### src/rtl/rseq_pkg.sv
package rseq_pkg;
  typedef enum logic [2:0] {
    ST_HOLD  = 3'd0,
    ST_DELAY = 3'd1,
    ST_FETCH = 3'd2,
    ST_DONE  = 3'd3,
    ST_RUN   = 3'd4
  } seqState_t;

  // strobes from control to datapath
  typedef struct packed {
    logic       loadTmr;
    logic       countEn;
    logic       phaseRun;
    logic       takeBase;
    logic       capLo;
    logic       capHi;
    logic [2:0] step;
  } seqCtl_t;

  // status from datapath back to control
  typedef struct packed {
    logic lastTick;
    logic phase;
  } seqSts_t;
endpackage

### src/rtl/rseq_ctrl.sv
module rseq_ctrl
  import rseq_pkg::*;
#(
  parameter int MIN_LOW = 16
) (
  input  logic    xin,
  input  logic    rstPinN,
  input  seqSts_t sts,
  output seqCtl_t ctl,
  output logic    intRst,
  output logic    busValid,
  output logic    busRead,
  output logic    bootDone,
  output logic    regClear
);
  localparam int LOW_W = (MIN_LOW > 2) ? $clog2(MIN_LOW) : 1;
  localparam logic [LOW_W-1:0] LOW_SAT = LOW_W'(MIN_LOW - 1);
  localparam logic [2:0] LAST_STEP = 3'd4;
  localparam logic [2:0] VEC_STEP = 3'd3;

  logic syncA, syncB;
  logic [LOW_W-1:0] lowCnt;
  logic [2:0] step;
  seqState_t state, stateNext;

  always_ff @(posedge xin) begin
    syncA <= rstPinN;
    syncB <= syncA;
  end

  logic pinLow, qualLow;
  assign pinLow  = !syncB;
  assign qualLow = pinLow && (lowCnt == LOW_SAT);

  always_ff @(posedge xin) begin
    if (!pinLow) lowCnt <= '0;
    else if (lowCnt != LOW_SAT) lowCnt <= lowCnt + 1'b1;
  end

  always_comb begin
    stateNext = state;
    if (pinLow && (state != ST_RUN || qualLow)) begin
      stateNext = ST_HOLD;
    end else begin
      unique case (state)
        ST_HOLD:  stateNext = ST_DELAY;
        ST_DELAY: if (sts.lastTick) stateNext = ST_FETCH;
        ST_FETCH: if (sts.phase && step == LAST_STEP) stateNext = ST_DONE;
        ST_DONE:  if (sts.phase) stateNext = ST_RUN;
        ST_RUN:   stateNext = ST_RUN;
        default:  stateNext = ST_HOLD;
      endcase
    end
  end

  always_ff @(posedge xin) begin
    state    <= stateNext;
    regClear <= (state == ST_HOLD) && (stateNext == ST_DELAY);
    if (state != ST_FETCH) step <= '0;
    else if (sts.phase) step <= step + 1'b1;
  end

  assign intRst   = (state == ST_HOLD) || (state == ST_DELAY);
  assign busValid = (state == ST_FETCH);
  assign busRead  = busValid && (step >= VEC_STEP);
  assign bootDone = (state == ST_DONE);

  assign ctl.loadTmr  = (state == ST_HOLD);
  assign ctl.countEn  = (state == ST_DELAY);
  assign ctl.phaseRun = (state != ST_HOLD);
  assign ctl.takeBase = (state == ST_DELAY) && sts.lastTick;
  assign ctl.capLo    = busValid && sts.phase && (step == VEC_STEP);
  assign ctl.capHi    = busValid && sts.phase && (step == LAST_STEP);
  assign ctl.step     = step;

  AST_SHORT_PULSE_IGNORED: assert property (@(posedge xin) disable iff (!rstPinN)
    (state == ST_RUN && lowCnt != LOW_SAT) |=> (state == ST_RUN));
  AST_FETCH_AFTER_DELAY: assert property (@(posedge xin) disable iff (!rstPinN)
    $rose(busValid) |-> $past(state == ST_DELAY));
  AST_DONE_LONG_ENOUGH: assert property (@(posedge xin) disable iff (!rstPinN)
    ($rose(bootDone) && !pinLow) |=> bootDone);
  AST_DONE_ENDS: assert property (@(posedge xin) disable iff (!rstPinN)
    (bootDone && $past(bootDone)) |=> !bootDone);
  AST_CLEAR_ONE_CYCLE: assert property (@(posedge xin) disable iff (!rstPinN)
    regClear |=> !regClear);
  AST_ABORT_TO_HOLD: assert property (@(posedge xin) disable iff (!rstPinN)
    (pinLow && (state == ST_DELAY || state == ST_FETCH || state == ST_DONE))
      |=> (state == ST_HOLD));
endmodule

### src/rtl/rseq_datapath.sv
module rseq_datapath
  import rseq_pkg::*;
#(
  parameter int          PRESCALE = 16,
  parameter int          TMR_W    = 8,
  parameter logic [TMR_W-1:0] LO_INIT = 8'hFF,
  parameter logic [TMR_W-1:0] HI_INIT = 8'h07
) (
  input  logic        xin,
  input  logic        rstPinN,
  input  seqCtl_t     ctl,
  input  logic [7:0]  stackPtr,
  input  logic [7:0]  busData,
  output seqSts_t     sts,
  output logic        phi,
  output logic [15:0] busAddr,
  output logic [15:0] pcOut
);
  localparam int PRE_W = (PRESCALE > 2) ? $clog2(PRESCALE) : 1;
  localparam logic [PRE_W-1:0] PRE_LAST = PRE_W'(PRESCALE - 1);
  localparam logic [15:0] VEC_LO_ADDR = 16'hFFFE;
  localparam logic [15:0] VEC_HI_ADDR = 16'hFFFF;
  localparam logic [7:0]  STACK_PAGE  = 8'h00;

  logic [PRE_W-1:0] presc;
  logic [TMR_W-1:0] loTmr, hiTmr;
  logic phase, tick;
  logic [7:0] sBase, pcLo, pcHi;

  assign tick = ctl.countEn && (presc == PRE_LAST);

  always_ff @(posedge xin) begin
    if (ctl.loadTmr || !ctl.countEn || presc == PRE_LAST) presc <= '0;
    else presc <= presc + 1'b1;
  end

  always_ff @(posedge xin) begin
    if (ctl.loadTmr) begin
      loTmr <= LO_INIT;
      hiTmr <= HI_INIT;
    end else if (tick) begin
      if (loTmr == '0) begin
        loTmr <= LO_INIT;
        hiTmr <= hiTmr - 1'b1;
      end else begin
        loTmr <= loTmr - 1'b1;
      end
    end
  end

  always_ff @(posedge xin) begin
    phase <= ctl.phaseRun ? !phase : 1'b0;
    if (ctl.takeBase) sBase <= stackPtr;
    if (ctl.capLo) pcLo <= busData;
    if (ctl.capHi) pcHi <= busData;
  end

  always_comb begin
    unique case (ctl.step)
      3'd0, 3'd1, 3'd2: busAddr = {STACK_PAGE, sBase - {5'b0, ctl.step}};
      3'd3:             busAddr = VEC_LO_ADDR;
      default:          busAddr = VEC_HI_ADDR;
    endcase
  end

  assign sts.lastTick = tick && (loTmr == '0) && (hiTmr == '0);
  assign sts.phase    = phase;
  assign phi          = phase;
  assign pcOut        = {pcHi, pcLo};

  AST_TIMER_RELOAD: assert property (@(posedge xin) disable iff (!rstPinN)
    ctl.loadTmr |=> (loTmr == LO_INIT && hiTmr == HI_INIT));
  AST_VECTOR_ORDER: assert property (@(posedge xin) disable iff (!rstPinN)
    ctl.capHi |-> $past(ctl.capLo, 2));
  AST_BUS_PHI_LOW_START: assert property (@(posedge xin) disable iff (!rstPinN)
    $rose(ctl.capLo || ctl.capHi) |-> $past(!phase));
endmodule

### src/rtl/reset_vector_seq.sv
module reset_vector_seq
  import rseq_pkg::*;
#(
  parameter int         MIN_LOW  = 16,
  parameter int         PRESCALE = 16,
  parameter logic [7:0] LO_INIT  = 8'hFF,
  parameter logic [7:0] HI_INIT  = 8'h07,
  parameter logic [7:0] PS_RESET = 8'h04
) (
  input  logic        xin,
  input  logic        rstPinN,
  input  logic [7:0]  stackPtr,
  input  logic [7:0]  busData,
  output logic        intRst,
  output logic        phi,
  output logic        busValid,
  output logic        busRead,
  output logic [15:0] busAddr,
  output logic        regClear,
  output logic        bootDone,
  output logic [15:0] pcOut,
  output logic [7:0]  psInit
);
  seqCtl_t ctl;
  seqSts_t sts;

  rseq_ctrl #(.MIN_LOW(MIN_LOW)) uCtrl (
    .xin(xin), .rstPinN(rstPinN), .sts(sts), .ctl(ctl),
    .intRst(intRst), .busValid(busValid), .busRead(busRead),
    .bootDone(bootDone), .regClear(regClear)
  );

  rseq_datapath #(
    .PRESCALE(PRESCALE), .TMR_W(8), .LO_INIT(LO_INIT), .HI_INIT(HI_INIT)
  ) uDp (
    .xin(xin), .rstPinN(rstPinN), .ctl(ctl), .stackPtr(stackPtr),
    .busData(busData), .sts(sts), .phi(phi), .busAddr(busAddr), .pcOut(pcOut)
  );

  assign psInit = PS_RESET;
endmodule

### config.mk
export PLATFORM = sky130hd
export DESIGN_NAME = reset_vector_seq
export DESIGN_NICKNAME = d
export VERILOG_FILES = /design/src/rtl/rseq_pkg.sv /design/src/rtl/rseq_ctrl.sv /design/src/rtl/rseq_datapath.sv /design/src/rtl/reset_vector_seq.sv
export SDC_FILE = /design/constraint.sdc
export NUM_CORES = 1
export LEC_CHECK = 0
export BUFFER_PORTS_ARGS = -buffer_cell sky130_fd_sc_hd__clkbuf_2
export CAP_MARGIN = 20
export CORE_MARGIN = 10
export CORE_UTILIZATION = 30
export DETAILED_ROUTE_END_ITERATION = 12
export SETUP_SLACK_MARGIN = 0.1
export SYNTH_ARGS = -nofsm -noshare
export SYNTH_HDL_FRONTEND = slang
export SYNTH_SLANG_ARGS = --single-unit
### constraint.sdc
create_clock -name xin -period 2.25 [get_ports xin]
set_input_delay 0.45 -clock xin [delete_from_list [all_inputs] [get_ports xin]]
set_output_delay 0.45 -clock xin [all_outputs]
set_load 0.02 [all_outputs]
==> out/qor.csv <==
stage;metric;value;unit
synth;synth_flop_cell;dfxtp_1;
timing;worst_clock_skew;12.90;ps
place;place.gp.congestion;0.8134;
route;drcViolationCount;0;
floorplan;rows;34;
worst_setup_path;cp.arrival;1960;ps
route;drt_wl_total;6053;um
worst_setup_path;cp.required;1800;ps
synth;synth-seq-cells;58;
worst_setup_path;rrSetupSlack;300;ps
final_layout;drive_gt1_share;39.10;%
min_path;hp-start;rstPinN;
clock_tree;cts_made_buffers;9;
worst_setup_path;crit_path_start_kind;flop;
floorplan;start_util;30.99;%
worst_setup_path;r2r_start;uDp.hiTmr[2]$_SDFFE_PP1P_;
timing;setup_viol;4;
outcome;violations;negative setup slack;
worst_setup_path;worstRegToRegCells;3;
synth;netlist_instances;259;
place;io_buffer_count;55;
clock_tree;h-tree-depth;3;
floorplan;die_h;115.4;um
route;drtAntennaViolNets;0;
final_layout;syn_to_final_growth;39.75;%
place;placed_area;0.003102;mm^2
pwr;powerDensity;624.6;mW/mm^2
synth;yosys_warnings;0;
synth;syn_area;0.002729;mm^2
floorplan;coreArea;0.008806;mm^2
final_layout;antenna_cells;0;
worst_setup_path;rr_endpoint;uDp.sBase[6]$_DFFE_PP_;
clock_tree;cts_tree;done;
min_path;min_path_cells;1;
timing;hold_viol;0;
synth;async_reset_ff_share;0;%
synth;avgSynthCellArea;10.54;um^2
synth;ys_types;47;
timing;slew_viol_final;0;
route;avgViaCountPerCell;4.720;
worst_setup_path;crit_path_end_kind;output pin;
place;dp_slack;56.24;ps
pwr;power.leakage;0.001607;uW
clock_tree;clk_pin_slew;70;ps
timing;rsz0062_at_grt;true;
clock_tree;cts_root_buf;clkbuf_8;
timing;max_freq;415.3;MHz
route;drt_pass1_iterations;5;
clock_tree;cts.sinks;58;
timing;post-route-period-util;107.0;%
min_path;min_to;uCtrl.syncA$_DFF_P_;
timing;whs;212.3;ps
floorplan;die_width;115.4;um
global_routing;grt_pass1_vias;2015;
route;wl_per_cell;13.66;um
clock_tree;cts_buffer_depth;2;
worst_setup_path;worstSetupPathType;reg2out;
floorplan;pin_count;64;
final_layout;final_area;0.003814;mm^2
route;detail_route.iter0.violations;71;
final_layout;nNetsFinal;363;
floorplan;die-area;0.01331;mm^2
global_routing;track_usage;8.819;%
global_routing;grt_max_degree;13;
global_routing;grt_pass1_wl;9425;um
worst_setup_path;crit_fanout;5;
timing;tns;-396.4;ps
route;dr_total_vias;2091;
clock_tree;clkLatencyLatePin;340;ps
run;cap_violations;0;
pwr;max-vdd-ir-drop;0.3694;mV
outcome;outcome;complete, but fails checks;
global_routing;grt_overflow;0;
timing;fin_ws;-157.7;ps
min_path;hold_path.class;in2reg;
global_routing;grt_antenna_before_repair;0;
pwr;total_power;2382;uW
synth;synth_edf_count;24;
synth;seq_area_frac_synth;51.35;%
place;dp_hpwl;4253;um
timing;period_minus_slack;2408;ps
[layer usage]
| metal | GRT usage, % | part of all wire, % | vias up |
|---|---|---|---|
| met3 | 3.021 | 6.1 | 9 |
| met1 | 9.432 | 42 | 991 |
| met4 | 4.307 | 1.3 | 0 |
| met5 | 0 | 0 | - |
| li1 | - | - | 1040 |
| met2 | 15.26 | 51 | 51 |
[power by group]
part	switching (uW)	internal [uW]
combinational	45.0	33.3
sequential	16.5	1110
clock	437	744
total	498	1880
[Yosys cell counts, types with 2 or more instances]
| library cell | n | area share, % |
|---|---|---|
| o31ai_1 | 5 | 1.4 |
| xor2_1 | 7 | 2.2 |
| nor4_1 | 3 | 0.69 |
| ha_1 | 14 | 6.4 |
| nand4_1 | 5 | 1.1 |
| edfxtp_1 | 24 | 26 |
| nand2_1 | 21 | 2.9 |
| a21o_1 | 2 | 0.55 |
| nor2_1 | 20 | 2.8 |
| nand3_1 | 7 | 1.3 |
| and3_1 | 4 | 0.92 |
| buf_4 | 15 | 4.1 |
| nand2b_1 | 4 | 0.92 |
| o211ai_1 | 4 | 1.1 |
| mux2i_1 | 5 | 1.8 |
| o21ai_1 | 2 | 0.37 |
| inv_1 | 14 | 1.9 |
| nor3_1 | 10 | 1.8 |
| xnor2_1 | 4 | 1.3 |
| buf_2 | 2 | 0.37 |
| and4_1 | 3 | 0.96 |
| and2_1 | 2 | 0.46 |
| nor2b_1 | 2 | 0.46 |
| o21ai_0 | 3 | 0.55 |
| dfxtp_1 | 34 | 25 |
| nand4b_1 | 2 | 0.64 |
| or3_1 | 3 | 0.69 |
| clkbuf_1 | 5 | 0.69 |
| or4_1 | 3 | 0.83 |
| a21oi_1 | 8 | 1.5 |
| conb_1 | 2 | 0.28 |
| a31oi_1 | 3 | 0.69 |
| nor3b_1 | 3 | 0.83 |
[cell usage in the layout, fill, tap and decap left out, types with 2 or more instances in the layout]
cell and instances:
xor2_1 6, nand4b_1 2, buf_4 17, nor3_4 2, dfxtp_1 32, a21o_1 2, and3_1 3, a31oi_1 3
o31ai_1 4, or3_1 3, ha_4 7, mux2i_1 5, o21ai_1 2, inv_2 4, nand4_1 5, nor4_1 2
nand2b_1 3, inv_1 8, buf_8 11, conb_1 8, xnor2_1 4, or4_1 2, clkinv_4 3, buf_6 8
o211ai_1 4, nand3_1 5, and4_1 3, nand3_2 2, nor2_1 19, clkbuf_2 39, nor3b_1 3, clkbuf_8 11
ha_1 6, nor3_1 8, o21ai_0 2, nand2_1 19, bufinv_16 3, edfxtp_1 24, a21oi_1 8, and2_1 2
[worst max-delay path by stage]
| stage | from | end | slack (ps) |
|---|---|---|---|
| final | uDp.sBase[1]$_DFFE_PP_ | busAddr[7] | -160 |
| after global routing | uDp.sBase[1]$_DFFE_PP_ | busAddr[7] | -210 |
| after CTS | uDp.sBase[1]$_DFFE_PP_ | busAddr[5] | -200 |
| after detailed placement | uCtrl.step[1]$_SDFFE_PN0P_ | busAddr[13] | 60 |
| after global placement | uCtrl.step[0]$_SDFFE_PN0P_ | busAddr[6] | 100 |
| after floorplan | uCtrl.step[1]$_SDFFE_PN0P_ | busAddr[5] | 140 |
[state kept, by name, summed over array words and instances (netlist names)]
name and flops:
uCtrl.lowCnt 4, uDp.pcHi 8, uDp.loTmr 8, uCtrl.step 3, uDp.phi 1, uDp.hiTmr 8
uCtrl.state 3, uDp.presc 4, uDp.pcLo 8, uCtrl.regClear 1, uDp.sBase 8, uCtrl.syncB 1
uCtrl.syncA 1
[worst max-delay path, cell delays in order, from the launching register on]
cell and delay [ps]:
edfxtp_1 430, ha_4 230, nor2b_4 120, o21a_4 210, buf_6 120, o31ai_4 230
nand3b_1 120, clkbuf_8 170
[layout make-up]
type | instances | area [um^2]
well taps | 108 | 135.1
clock inverters | 7 | 125.1
inverters | 14 | 67.56
repair buffers | 77 | 605.6
multi-input cells | 170 | 1350
clock buffers | 9 | 123.9
fillers | 811 | 4992
flip-flops and latches | 58 | 1406
[per-stage QoR]
step | std cells | utilization, %
floorplan | 265 | -
global placement | 416 | 35.22
detailed placement | 416 | 35.22
CTS | 441 | 40.96
global route | 443 | 43.31
finish | 443 | 43.31
[logic make-up after synthesis]
| group | synth area share [%] |
|---|---|
| AO/OA/AOI/OAI | 8.299 |
| XOR/XNOR | 3.530 |
| adder cells (fa/ha/maj) | 7.153 |
| buffers and inverters | 7.520 |
| flip-flops | 51.35 |
| multiplexers | 1.834 |
| other | 0.2752 |
| AND/OR/NAND/NOR | 20.04 |
[repair_timing]
action / 4_1_cts / 5_1_grt
hold buffers: 0 / 0
gates cloned: 0 / 0
pin swaps: 12 / 9
buffers inserted: 9 / 3
setup endpoints to repair: 16 / 17
gates resized for setup: 49 / 60
No activity file was read; power rests on OpenSTA's default activity.
